==> src/rtl/xirq_pkg.sv <==
package xirq_pkg;

    // Per-line configuration as decoded from the shared word
    typedef struct packed {
        logic level;   // 1: level-sensitive, 0: edge-sensitive
        logic sense;   // polarity / edge direction
        logic both;    // any-edge override in edge mode
        logic mask;    // request enable
    } line_cfg_t;

    typedef enum logic [1:0] {
        TRIG_LEVEL = 2'd0,
        TRIG_RISE  = 2'd1,
        TRIG_FALL  = 2'd2,
        TRIG_ANY   = 2'd3
    } trig_e;

    function automatic trig_e trig_of(line_cfg_t c);
        trig_e t;
        if (c.level)      t = TRIG_LEVEL;
        else if (c.both)  t = TRIG_ANY;
        else if (c.sense) t = TRIG_RISE;
        else              t = TRIG_FALL;
        return t;
    endfunction

    function automatic logic edge_hit(trig_e t, logic rise, logic fall);
        logic h;
        case (t)
            TRIG_RISE: h = rise;
            TRIG_FALL: h = fall;
            TRIG_ANY:  h = rise | fall;
            default:   h = 1'b0;
        endcase
        return h;
    endfunction

endpackage

==> src/rtl/xirq_sync.sv <==
module xirq_sync #(
    parameter int W = 4
) (
    input  logic         clk,
    input  logic         rst,
    input  logic [W-1:0] async_i,
    output logic [W-1:0] sync_o
);
    logic [W-1:0] meta_q;
    logic [W-1:0] stab_q;

    always_ff @(posedge clk) begin
        if (rst) begin
            meta_q <= '0;
            stab_q <= '0;
        end else begin
            meta_q <= async_i;
            stab_q <= meta_q;
        end
    end

    assign sync_o = stab_q;
endmodule

==> src/rtl/xirq_cfg.sv <==
module xirq_cfg
    import xirq_pkg::*;
#(
    parameter int LINES  = 4,
    parameter int DATA_W = 32
) (
    input  logic                         clk,
    input  logic                         rst,
    input  logic                         wr_en,
    input  logic [DATA_W-1:0]            wr_data,
    output logic [DATA_W-1:0]            rd_data,
    output line_cfg_t [LINES-1:0]        cfg_o,
    output logic [LINES-1:0]             ack_o
);
    localparam int OFS_MASK  = 0;
    localparam int OFS_ACK   = LINES;
    localparam int OFS_SENSE = 2 * LINES;
    localparam int OFS_BOTH  = 3 * LINES;
    localparam int OFS_LVL   = 4 * LINES;
    localparam int USED_W    = 5 * LINES;
    localparam logic [DATA_W-1:0] RST_WORD = DATA_W'({LINES{1'b1}}) << OFS_LVL;

    logic [LINES-1:0] mask_q, sense_q, both_q, lvl_q;

    always_ff @(posedge clk) begin
        if (rst) begin
            mask_q  <= '0;
            sense_q <= '0;
            both_q  <= '0;
            lvl_q   <= '1;
        end else if (wr_en) begin
            mask_q  <= wr_data[OFS_MASK  +: LINES];
            sense_q <= wr_data[OFS_SENSE +: LINES];
            both_q  <= wr_data[OFS_BOTH  +: LINES];
            lvl_q   <= wr_data[OFS_LVL   +: LINES];
        end
    end

    // Acknowledge strobes act in the write cycle only
    assign ack_o = wr_en ? wr_data[OFS_ACK +: LINES] : '0;

    always_comb begin
        rd_data = '0;
        rd_data[OFS_MASK  +: LINES] = mask_q;
        rd_data[OFS_SENSE +: LINES] = sense_q;
        rd_data[OFS_BOTH  +: LINES] = both_q;
        rd_data[OFS_LVL   +: LINES] = lvl_q;
    end

    generate
        for (genvar n = 0; n < LINES; n++) begin : g_unpack
            assign cfg_o[n].level = lvl_q[n];
            assign cfg_o[n].sense = sense_q[n];
            assign cfg_o[n].both  = both_q[n];
            assign cfg_o[n].mask  = mask_q[n];
        end
    endgenerate

    p_reset_value_r1: assert property (@(posedge clk) disable iff (rst)
        $past(rst) |-> rd_data == RST_WORD);

    p_write_takes_r2: assert property (@(posedge clk) disable iff (rst)
        wr_en |=> (rd_data[USED_W-1:OFS_SENSE] == $past(wr_data[USED_W-1:OFS_SENSE]))
               && (rd_data[OFS_MASK +: LINES] == $past(wr_data[OFS_MASK +: LINES])));

    p_hold_no_write_r2: assert property (@(posedge clk) disable iff (rst)
        !wr_en |=> $stable(rd_data));
endmodule

==> src/rtl/xirq_line.sv <==
module xirq_line
    import xirq_pkg::*;
(
    input  logic      clk,
    input  logic      rst,
    input  line_cfg_t cfg,
    input  logic      ack,
    input  logic      pin_s,
    output logic      req
);
    logic  prev_q;
    logic  lat_q;
    logic  rise, fall, hit;
    logic  level_on;
    trig_e trig;

    assign trig     = trig_of(cfg);
    assign rise     = pin_s & ~prev_q;
    assign fall     = ~pin_s & prev_q;
    assign hit      = edge_hit(trig, rise, fall);
    assign level_on = ~(pin_s ^ cfg.sense);

    always_ff @(posedge clk) begin
        if (rst) begin
            prev_q <= 1'b0;
            lat_q  <= 1'b0;
        end else begin
            prev_q <= pin_s;
            // a fresh edge wins over a same-cycle acknowledge
            lat_q  <= hit | (lat_q & ~ack);
        end
    end

    always_comb begin
        if (trig == TRIG_LEVEL) req = cfg.mask & level_on;
        else                    req = cfg.mask & lat_q;
    end

    p_edge_latches_r5: assert property (@(posedge clk) disable iff (rst)
        hit |=> lat_q);

    p_any_edge_r6: assert property (@(posedge clk) disable iff (rst)
        (trig == TRIG_ANY && (rise || fall)) |=> lat_q);

    p_ack_empties_r7: assert property (@(posedge clk) disable iff (rst)
        (ack && !hit) |=> !lat_q);

    p_latch_kept_r8: assert property (@(posedge clk) disable iff (rst)
        (lat_q && !ack) |=> lat_q);

    p_level_ignores_edges_r4: assert property (@(posedge clk) disable iff (rst)
        (trig == TRIG_LEVEL) |-> !hit);
endmodule

==> src/rtl/xirq_ctrl.sv <==
module xirq_ctrl
    import xirq_pkg::*;
#(
    parameter int LINES  = 4,
    parameter int DATA_W = 32
) (
    input  logic              clk,
    input  logic              rst,
    input  logic [LINES-1:0]  ext_pin,
    input  logic              wr_en,
    input  logic [DATA_W-1:0] wr_data,
    output logic [DATA_W-1:0] rd_data,
    output logic [LINES-1:0]  irq_o
);
    line_cfg_t [LINES-1:0] cfg;
    logic [LINES-1:0]      ack;
    logic [LINES-1:0]      pin_s;

    xirq_sync #(.W(LINES)) u_sync (
        .clk     (clk),
        .rst     (rst),
        .async_i (ext_pin),
        .sync_o  (pin_s)
    );

    xirq_cfg #(.LINES(LINES), .DATA_W(DATA_W)) u_cfg (
        .clk     (clk),
        .rst     (rst),
        .wr_en   (wr_en),
        .wr_data (wr_data),
        .rd_data (rd_data),
        .cfg_o   (cfg),
        .ack_o   (ack)
    );

    generate
        for (genvar n = 0; n < LINES; n++) begin : g_line
            xirq_line u_line (
                .clk   (clk),
                .rst   (rst),
                .cfg   (cfg[n]),
                .ack   (ack[n]),
                .pin_s (pin_s[n]),
                .req   (irq_o[n])
            );

            p_masked_quiet_r3: assert property (@(posedge clk) disable iff (rst)
                (!rd_data[n]) |-> !irq_o[n]);
        end
    endgenerate

    p_reset_quiet_r1: assert property (@(posedge clk) disable iff (rst)
        $past(rst) |-> irq_o == '0);
endmodule

==> config.mk <==
export PLATFORM = sky130hd
export DESIGN_NAME = xirq_ctrl
export DESIGN_NICKNAME = d
export VERILOG_FILES = /design/src/rtl/xirq_pkg.sv /design/src/rtl/xirq_sync.sv /design/src/rtl/xirq_cfg.sv /design/src/rtl/xirq_line.sv /design/src/rtl/xirq_ctrl.sv
export SDC_FILE = /design/constraint.sdc
export NUM_CORES = 1
export LEC_CHECK = 0
export ABC_AREA = 1
export BUFFER_PORTS_ARGS = -buffer_cell sky130_fd_sc_hd__buf_4
export CORE_MARGIN = 1
export CORE_UTILIZATION = 43
export CTS_CLUSTER_SIZE = 24
export DETAILED_ROUTE_END_ITERATION = 10
export PLACE_DENSITY = 0.76
export SLEW_MARGIN = 10
export SYNTH_ARGS = -nofsm -noshare
export SYNTH_HDL_FRONTEND = slang
export SYNTH_HIERARCHICAL = 1
export SYNTH_SLANG_ARGS = --single-unit
==> constraint.sdc <==
create_clock -name clk -period 1 [get_ports clk]
set_input_delay 0 -clock clk [delete_from_list [all_inputs] [get_ports clk]]
set_output_delay 0 -clock clk [all_outputs]
set_load 0.02 [all_outputs]
-- Word level (Yosys, flattened, before mapping)
Cells that the tools add are included.
- flip-flop bits (word level): 32
- input bits: 39
- output and inout bits: 36
- word-level logic and storage cells: 99
- equal/unequal tests: 12
- mux-type cells: 21
- bitwise operators: 48
- reduce and logical (&&, ||, !) cells: 4
- operator list (kind ; count):
    2-bit two-way mux ; 12
    1-bit AND ; 20
    2-bit == test, second input constant ; 8
    1-bit NOT ; 16
    1-bit one-hot mux with 3 select lines ; 4
    2-bit by 1-bit == test with 1-bit output, second input constant ; 4
    2-bit zero test ; 4
    1-bit bitwise OR ; 8
    1-bit two-way mux ; 4
    4-bit two-way mux ; 1
    1-bit bitwise XOR ; 4

-- Longest topological paths before layout
Gate-level depths: netlist of run 1.
- depth after elaboration: 6
- depth in mapped cells: 7
- depth with buffers taken out: 6

-- Hierarchy
Netlist of run 1, hierarchy kept.
- modules (own cells, without submodules) (module ; times used ; cells an instance ; area an instance (um^2) ; seq. area each (um^2)):
    xirq_cfg ; 1 ; 136 ; 933.4 ; 320.3
    xirq_line ; 4 ; 22 ; 150.1 ; 40.0
    xirq_sync ; 1 ; 25 ; 231.5 ; 160.2

-- Least setup slack after synthesis of run 1
Ideal clock, no wire load.
- path type: register to register
- start point: reg u_sync.stab_q[0], in the netlist u_sync/sync_o[0]
- end point: reg g_line[0].u_line.lat_q
- setup time: 0.066 ns
- data arrival time: 0.950 ns
- data required time: 0.934 ns
- path slack: -0.016 ns
- stages on the path, launching flop included: 6
- buffers on the path: 0
- clock period less this slack: 1.016 ns
- cells stage by stage: dfxtp_1 inv_1 ha_1 a21oi_1 nand2_1 a21oi_2
- word-level cells in the longest chain between the ends: 5
- elaborated cells between the ends (all ways): 6
- those cells by class: mux (1); bitwise (5)
- RTL lines (element ; line ; text):
    start, declared ; xirq_sync.sv:10 ; logic [W-1:0] stab_q;
    start signal, assigned ; xirq_sync.sv:18 ; stab_q <= meta_q;
    1-bit NOT ; xirq_line.sv:19 ; assign fall = ~pin_s & prev_q;
    1-bit AND ; xirq_line.sv:19 ;
    1-bit bitwise OR ; xirq_pkg.sv:32 ; TRIG_ANY: h = rise | fall;
    1-bit one-hot mux with 3 select lines (*) ; xirq_pkg.sv:29 ; case (t)
    1-bit bitwise OR (*) ; xirq_line.sv:30 ; lat_q <= hit | (lat_q & ~ack);
    end signal, assigned ; xirq_line.sv:30 ;
    end, declared ; xirq_line.sv:12 ; logic lat_q;
Mark *: on every way between the ends. The rest lies on a longest branch, timed or not.
A chain may end at the register's enable or synchronous reset.

-- Final worst setup path of run 1
- start point: reg u_sync.stab_q[0], in the netlist u_sync/sync_o[0]
- end point: out irq_o[0]
- word-level cells in the longest chain between the ends: 4
- RTL lines (element ; line ; text):
    1-bit bitwise XOR ; xirq_line.sv:21 ; assign level_on = ~(pin_s ^ cfg.sense);
    1-bit NOT ; xirq_line.sv:21 ;
    1-bit AND ; xirq_line.sv:35 ; if (trig == TRIG_LEVEL) req = cfg.mask & level_on;
    1-bit two-way mux ; xirq_line.sv:35 ;
    end, declared ; xirq_ctrl.sv:13 ; output logic [LINES-1:0] irq_o
No other way between the ends.

==> results.toml, run 1 <==
[outcome]
status = "finished with violations"
violations = "setup timing"

[route]
wire_per_inst_um = 9.663
vias_per_cell = 4.125
route.detailed.drc = 0
first_pass_iters = 4
ant_nets = 0
first_iter_violations = 62
wl_mm = 3.411
vias = 1456

[cts]
cts_sinks = 32
clock_path_buffers = 2
numCtsBuffers = 5
htreeDepth = 2
insertion_delay_ns = 0.28
cts-root-buf = "clkbuf_8"
cts.clk_slew.worst_paths_ns = 0.06
cts_tree = "yes"

[worst_setup_path]
cp.arrival_ns = 1.17
reg2reg_from = "u_sync/sync_o[2]"
cp.required_ns = 1.00
crit_path_end_kind = "output port"
worstSetupPathType = "reg2out"
cp_max_fo = 2
startpoint = "u_sync/sync_o[0]"
worst_setup_path_start_kind = "flop"
r2r_cells = 6

[place]
pre_cts_ws_ns = -0.05749
hpwl_mm = 2.212
gp_congestion = 0.7393
placed_cells = 326
portBuffers = 46
placed_area_um2 = 1969

[final_layout]
final_nets = 351
final-seq-area_um2 = 656.9
final_util_pct = 63.11
drive_above_1_share_pct = 31.48
finalNonFillerCells = 353
diodes = 0
area_growth_pct = 35.79
num-fill-cells = 337
multi_input_area_um2 = 768.2
fin_area_um2 = 2397

[global_route]
antenna_found_initial = 0
grt_pass1_vias = 1393
grt_overflow = 0
grt_max_degree = 30
grt_usage_pct = 17.61
grt_pass1_wl_mm = 5.706

[timing]
fmax_mhz = 852.0
rsz0062_at_grt = "true"
skew_ns = 0.002506
finalMaxSlewViolations = 0
finalCritPeriodShare_pct = 117.4
setup_slack_ns = -0.1737
hold-worst-slack_ns = 0.006379
setup_viol = 7
tns_ns = -0.7976
min_period_ns = 1.174
finalHoldViolCount = 0

[synthesis]
synthDistinctLibCells = 16
synth_seq_area_share_pct = 36.29
ys_seq_elements = 32
syn-cell-area_um2 = 1765
ys_warn_count = 6
syn_inst = 249
synth.avg_cell_area_um2 = 7.090

[floorplanning]
dieWidth_um = 66.08
die_h_um = 66.08
dieArea_um2 = 4366
rows = 22
pin_count = 75
coreArea_um2 = 3799
initial_core_util_pct = 46.48

[power_and_ir_drop]
total_power_mw = 3.089
cellPowerDensity_nw_per_um2 = 1288
ir_drop_uv = 753.2
cellLeakagePower_nw = 1.266

[worst_hold_path]
hp-class = "in2reg"
hold_depth = 5
min_from = "wr_data[11]"

[job]
max_cap_violations = 0
kinds of logic (layout without fill, tap and decap cells):
logic type | after synthesis | count (layout) | synth area share (%)
AND/OR/NAND/NOR | 96 | 96 | 20.98
buffers and inverters | 92 | 133 | 28.92
flip-flops | 32 | 32 | 36.29
AO/OA/AOI/OAI | 16 | 16 | 5.953
adder cells (fa/ha/maj) | 8 | 8 | 5.670
XOR/XNOR | 4 | 4 | 1.984
other | 1 | 16 | 0.2124
timing repair:
item	in CTS	in global routing
hold buffers	14	0
pin swaps	22	14
setup buffers	3	2
endpoints found under the hold margin	16	0
gates resized for setup	27	14
setup endpoints to repair	8	10
cell usage after synthesis (all sizes together):
cell type,n,area [um2]
a21oi,8,55.05
buf,38,307.8
conb,1,3.750
dfxtp,32,640.6
ha,8,100.1
inv,54,202.7
nand2,52,195.2
nand3,8,40.04
nor2,36,135.1
o21ai,4,20.02
o21bai,4,30.03
xnor2,4,35.03
critical path, cell delays in order (launching register included):
cell      delay (ns)
dfxtp_2         0.33
buf_6           0.12
xnor2_2         0.12
o21bai_1        0.14
inv_1           0.06
buf_6           0.13
power breakdown:
group | internal, mW | switching [mW]
Combinational | 0.316 | 0.329
Clock | 0.561 | 0.459
Sequential | 1.35 | 0.0755
layout make-up:
class,count,area share (%)
clock buffers,8,3.758
repair buffers,71,25.42
inverters,54,8.873
multi-input cells,140,32.05
well taps,48,2.505
flip-flops and latches,32,27.40
per-layer routing:
metal  global-route usage (%)  up-vias  wire (um)
met5                        0        -          0
met1                    18.99      631       1464
li1                         -      779          -
met3                    6.552        7        150
met2                    30.36       39       1742
met4                    7.979        0         54
state kept, by name (all words and copies together), names as in the netlist:
signal                cells
u_cfg/mask_q              4
u_sync/sync_o             4
g_line.u_line/prev_q      4
u_sync/meta_q             4
u_cfg/sense_q             4
u_cfg/lvl_q               4
u_cfg/both_q              4
g_line.u_line/lat_q       4
cells in the final DEF, fill, tap and decap left out:
cell and count:
nand2_1 52, inv_1 49, buf_4 46, nor2_1 36
dfxtp_1 21, conb_1 16, dlygate4sd3_1 14, buf_6 11
dfxtp_2 10, nand3_1 8, a21oi_2 8, clkbuf_8 6
inv_4 4, xnor2_2 4, o21ai_0 4, o21bai_1 4
ha_4 4, ha_1 3, clkbuf_1 2, inv_2 1
ha_2 1, dfxtp_4 1
final timing paths:
| kind | endpoint | slack (ns) |
|---|---|---|
| max | irq_o[0] | -0.17 |
| min | u_cfg/sense_q[3] | 0.006 |
| max reg2reg | g_line[2].u_line/lat_q | -0.10 |
| min reg2reg | u_sync/sync_o[1] | 0.40 |
No activity file was read; power rests on OpenSTA's default activity.
==> inputs of run 2 (changes only) <==
REMOVE_ABC_BUFFERS = 1   (was not set)
==> run 2 against run 1 <==
  * The flow still finishes with violations (setup timing)
  * Sequential power about the same
  * Hold slack improved by 0.00089 ns
  * Via count increased by 1.9%
  * Total power decreased by 1.1%
  * Clock skew about the same
  * Non-clock buffer count decreased by 2
  * Clock power about the same
  * Global-route usage decreased by 0.78 points
  * Fmax increased by 2.0%
  * Critical path depth unchanged
  * Wire length decreased by 0.23%
  * Largest cell class unchanged
  * First-iteration DRC count decreased by 26%
==> results.toml, run 2 (synthesized netlist as in run 1, its figures left out) <==
[outcome]
status = "finished with violations"
violations = "setup timing"

[cts]
insertion_delay_ns = 0.28
cts_sinks = 32
cts-root-buf = "clkbuf_8"
cts.clk_slew.worst_paths_ns = 0.06
htreeDepth = 2
cts_tree = "yes"
numCtsBuffers = 5
clock_path_buffers = 2

[final_layout]
final_cell_mix = "51 x inv_1, 51 x nand2_1, 46 x buf_4, 36 x nor2_1, 22 x dfxtp_1"
final_nets = 349
diodes = 0
drive_above_1_share_pct = 29.70
num-fill-cells = 347
final-seq-area_um2 = 653.1
area_growth_pct = 33.52
multi_input_area_um2 = 758.2

[floorplanning]
initial_core_util_pct = 46.48
coreArea_um2 = 3799
rows = 22
pin_count = 75
die_h_um = 66.08
dieWidth_um = 66.08
dieArea_um2 = 4366

[worst_setup_path]
startpoint = "u_sync/sync_o[2]"
critPathMaxStageDelay_ns = 0.32
r2r_cells = 7
path_cells = "buf_6 -> xnor2_2 -> o21bai_1 -> inv_1 -> buf_6"
path_buf_inv = 3
crit_path_end_kind = "output port"
path_delay_family = "flip-flops"
cp.arrival_ns = 1.15
crit_top_cell = "buf_6"
cp.required_ns = 1.00
reg2reg_from = "u_sync/sync_o[0]"
r2r_slack_ns = -0.06
cp_max_fo = 2
worst_setup_path_start_kind = "flop"
r2r-end = "g_line[0].u_line/lat_q"
slowest_stage = "dfxtp_2"
worstSetupPathType = "reg2out"

[route]
vias = 1483
ant_nets = 0
first_pass_iters = 4
route.detailed.drc = 0
wire_per_inst_um = 9.695
first_iter_violations = 46
wl_mm = 3.403
vias_per_cell = 4.225

[power_and_ir_drop]
cellLeakagePower_nw = 1.259
ir_drop_uv = 698.6
total_power_mw = 3.055
cellPowerDensity_nw_per_um2 = 1296

[worst_hold_path]
hp-class = "in2reg"
hold_end = "u_cfg/mask_q[0]"
hold_depth = 5
min_from = "wr_data[0]"

[global_route]
grt_pass1_vias = 1295
antenna_found_initial = 0
grt_max_degree = 34
grt_pass1_wl_mm = 5.423
grt_overflow = 0
grt_usage_pct = 16.83

[timing]
setup_slack_ns = -0.1509
finalHoldViolCount = 0
finalCritPeriodShare_pct = 115.1
rsz0062_at_grt = "true"
hold-worst-slack_ns = 0.007272
skew_ns = 0.002891
fmax_mhz = 868.9
finalMaxSlewViolations = 0
setup_viol = 7
min_period_ns = 1.151

[place]
portBuffers = 46
hpwl_mm = 2.159
gp_congestion = 0.7288

[job]
max_cap_violations = 0
[run 2: cell count changes in the layout (fill, tap and decap cells not counted), sizes merged]
| cell | before | now |
|---|---|---|
| buf | 57 | 56 |
| dlygate4sd3 | 14 | 13 |
[run 2: worst register-to-register path, stage by stage (launching register included)]
cell	delay, ns
dfxtp_2	0.32
buf_6	0.11
buf_4	0.13
ha_4	0.14
nand2_1	0.06
nand3_1	0.06
nand2_1	0.07
a21oi_2	0.05
[run 2: layout make-up]
cell class                 count  area share (%)
inverter                      54           8.811
multi-input combinational    140           32.17
tap                           48           2.548
sequential                    32           27.71
clock buffer                   8           3.822
timing repair buffer          69           24.95
[run 2: worst max-delay path by stage]
stage,slack [ns],cells after the start,end
after detailed placement,-0.03,5,g_line[3].u_line/lat_q
after global placement,0.0003,5,g_line[1].u_line/lat_q
after global routing,-0.21,5,irq_o[1]
final,-0.15,5,irq_o[2]
after CTS,-0.18,5,irq_o[0]
after floorplan,-0.02,5,g_line[0].u_line/lat_q
[run 2: timing repair]
action / in CTS / in global routing
endpoints found under the setup margin: 8 / 19
pin swaps: 12 / 7
setup buffers: 2 / 1
resized for setup: 27 / 11
hold buffers: 13 / 0
cloned: 0 / 0
hold endpoints to repair: 17 / 0
[run 2: metal layers]
layer	track usage [%]	routed length, um
met1	17.78	1414
met2	29.97	1746
met3	5.172	183
met4	8.245	58
met5	0	0
[run 2: power by group]
part / leakage [nW] / internal [mW] / switching [mW]
Sequential: 0.267 / 1.35 / 0.0692
Clock: 0.0455 / 0.560 / 0.441
Combinational: 0.947 / 0.303 / 0.330
[run 2: through the flow]
step                TNS [ns]  cells  setup slack (ns)  utilization, %  area, um2
global route          -1.134    351           -0.2106           62.06       2357
detailed placement  -0.06715    327          -0.03296           51.91       1972
CTS                  -0.7742    350           -0.1755           61.33       2330
finish               -0.7130    351           -0.1509           62.06       2357
floorplan           -0.06768    226          -0.01692               -       1514
global placement           0    327         0.0003131           51.91       1972
==> inputs of run 3 (changes only) <==
SETUP_SLACK_MARGIN = 0.2   (was not set)
==> run 3 against run 2 <==
  * The flow still finishes with violations (setup timing)
  * Clock-buffer cell count unchanged
  * Flip-flop and latch count unchanged
  * Via count up 2.0%
  * Total power is 1.6% higher
  * Clock skew about the same
==> results.toml, run 3 (synthesized netlist as in run 1, its figures left out) <==
[timing]
finalHoldViolCount = 0
finalCritPeriodShare_pct = 115.0
tns_ns = -0.6872
setup_viol = 7
finalMaxSlewViolations = 0
setup_slack_ns = -0.1497
min_period_ns = 1.150
rsz0062_at_grt = "true"
fmax_mhz = 869.8
hold-worst-slack_ns = 0.006224
skew_ns = 0.002863

[power_and_ir_drop]
ir_drop_uv = 690.1
total_power_mw = 3.104
cellLeakagePower_nw = 1.310
cellPowerDensity_nw_per_um2 = 1243

[place]
pre_cts_ws_ns = -0.03296
hpwl_mm = 2.159
placed_area_um2 = 1972
gp_congestion = 0.7288
portBuffers = 46
placed_cells = 327

[route]
wl_mm = 3.553
ant_nets = 0
first_iter_violations = 49
vias_per_cell = 4.262
wirelength_met1_mm = 1.431
vias = 1513
highest_layer = "met4"
wl_met3_um = 159
route.met2.wl_mm = 1.858
route.detailed.drc = 0
first_pass_iters = 4
wire_per_inst_um = 10.01

[cts]
htreeDepth = 2
cts-root-buf = "clkbuf_8"
insertion_delay_ns = 0.28
numCtsBuffers = 5
cts_sinks = 32
cts_tree = "yes"
cts.clk_slew.worst_paths_ns = 0.06
clock_path_buffers = 2

[final_layout]
final_util_pct = 65.74
final_cell_mix = "51 x inv_1, 49 x nand2_1, 38 x buf_4, 36 x nor2_1, 21 x buf_6"
drive_above_1_share_pct = 36.16
final_nets = 353
final_common_cell = "inv_1"
diodes = 0
fin_area_um2 = 2497
area_growth_pct = 41.46
finalNonFillerCells = 355

[floorplanning]
die_h_um = 66.08
dieArea_um2 = 4366
rows = 22
dieWidth_um = 66.08
initial_core_util_pct = 46.48
pin_count = 75
coreArea_um2 = 3799

[job]
max_cap_violations = 0

[worst_setup_path]
worstSetupPathType = "reg2out"
path_cells = "buf_6 -> xnor2_2 -> o21bai_1 -> inv_1 -> buf_6"
slowest_stage = "dfxtp_2"
startpoint = "u_sync/sync_o[2]"
crit_path_end_kind = "output port"
reg2reg_from = "u_sync/sync_o[2]"
cp.required_ns = 1.00
worst_setup_path_start_kind = "flop"
critPathMaxStageDelay_ns = 0.32
r2r_cells = 7
r2r-end = "g_line[2].u_line/lat_q"
crit_path_end = "irq_o[2]"
r2r_slack_ns = -0.05
cp.arrival_ns = 1.15
crit_top_cell = "buf_6"
cp_max_fo = 2

[global_route]
grt_pass1_vias = 1311
grt_max_degree = 34
grt_overflow = 0
grt_usage_pct = 17.41
grt_pass1_wl_mm = 5.575
antenna_found_initial = 0

[worst_hold_path]
hp-class = "in2reg"

[outcome]
status = "finished with violations"
violations = "setup timing"
run 3: cell count changes in the layout (fill, tap and decap cells not counted), moves of 3 or more:
cell,previous run,this run
buf_6,10,21
dfxtp_1,22,11
buf_4,46,38
dfxtp_4,0,8
dfxtp_2,10,13
run 3: power breakdown:
group / total, mW / switching (mW) / internal (mW)
sequential: 1.42 / 0.0738 / 1.35
clock: 0.998 / 0.438 / 0.560
combinational: 0.684 / 0.343 / 0.341
total: 3.10 / 0.854 / 2.25
run 3: timing repair:
item	CTS	global route
hold buffers	14	0
endpoints found under the hold margin	17	0
setup buffers	3	3
pin swaps	16	10
resized for setup	56	18
endpoints found under the setup margin	21	23
run 3: cell type report:
cell class | count | area, um2
Clock buffer | 8 | 90.09
Fill cell | 333 | 1301
Inverter | 54 | 205.2
Multi-Input combinational cell | 140 | 790.8
Sequential cell | 32 | 686.9
Tap cell | 48 | 60.06
Timing Repair Buffer | 73 | 664.4
run 3: how the worst min path moves through the flow:
| stage | start | to | slack (ns) | depth (start not counted) |
|---|---|---|---|---|
| after floorplan | rst | g_line[0].u_line/lat_q | 0.06 | 1 |
| after global placement | ext_pin[1] | u_sync/meta_q[1] | 0.20 | 3 |
| after detailed placement | ext_pin[0] | u_sync/meta_q[0] | 0.21 | 3 |
| after CTS | wr_data[1] | u_cfg/mask_q[1] | 0.001 | 5 |
| after global routing | wr_data[9] | u_cfg/sense_q[1] | 0.03 | 5 |
| final | wr_data[0] | u_cfg/mask_q[0] | 0.006 | 5 |
run 3: worst max-delay path: cells and delay by family, from the launching register on:
kind,cells,cell delay (ns)
DFF,1,0.32
xor gates and xnor gates,1,0.12
AOI/OAI and AO/OA,1,0.13
buffers and inverters,3,0.30
run 3: layer usage:
layer  track usage (%)  vias to the layer above
li1                  -                      783
met4             8.511                        0
met3             5.172                       17
met2             31.25                       52
met5                 0                        -
met1             18.31                      661
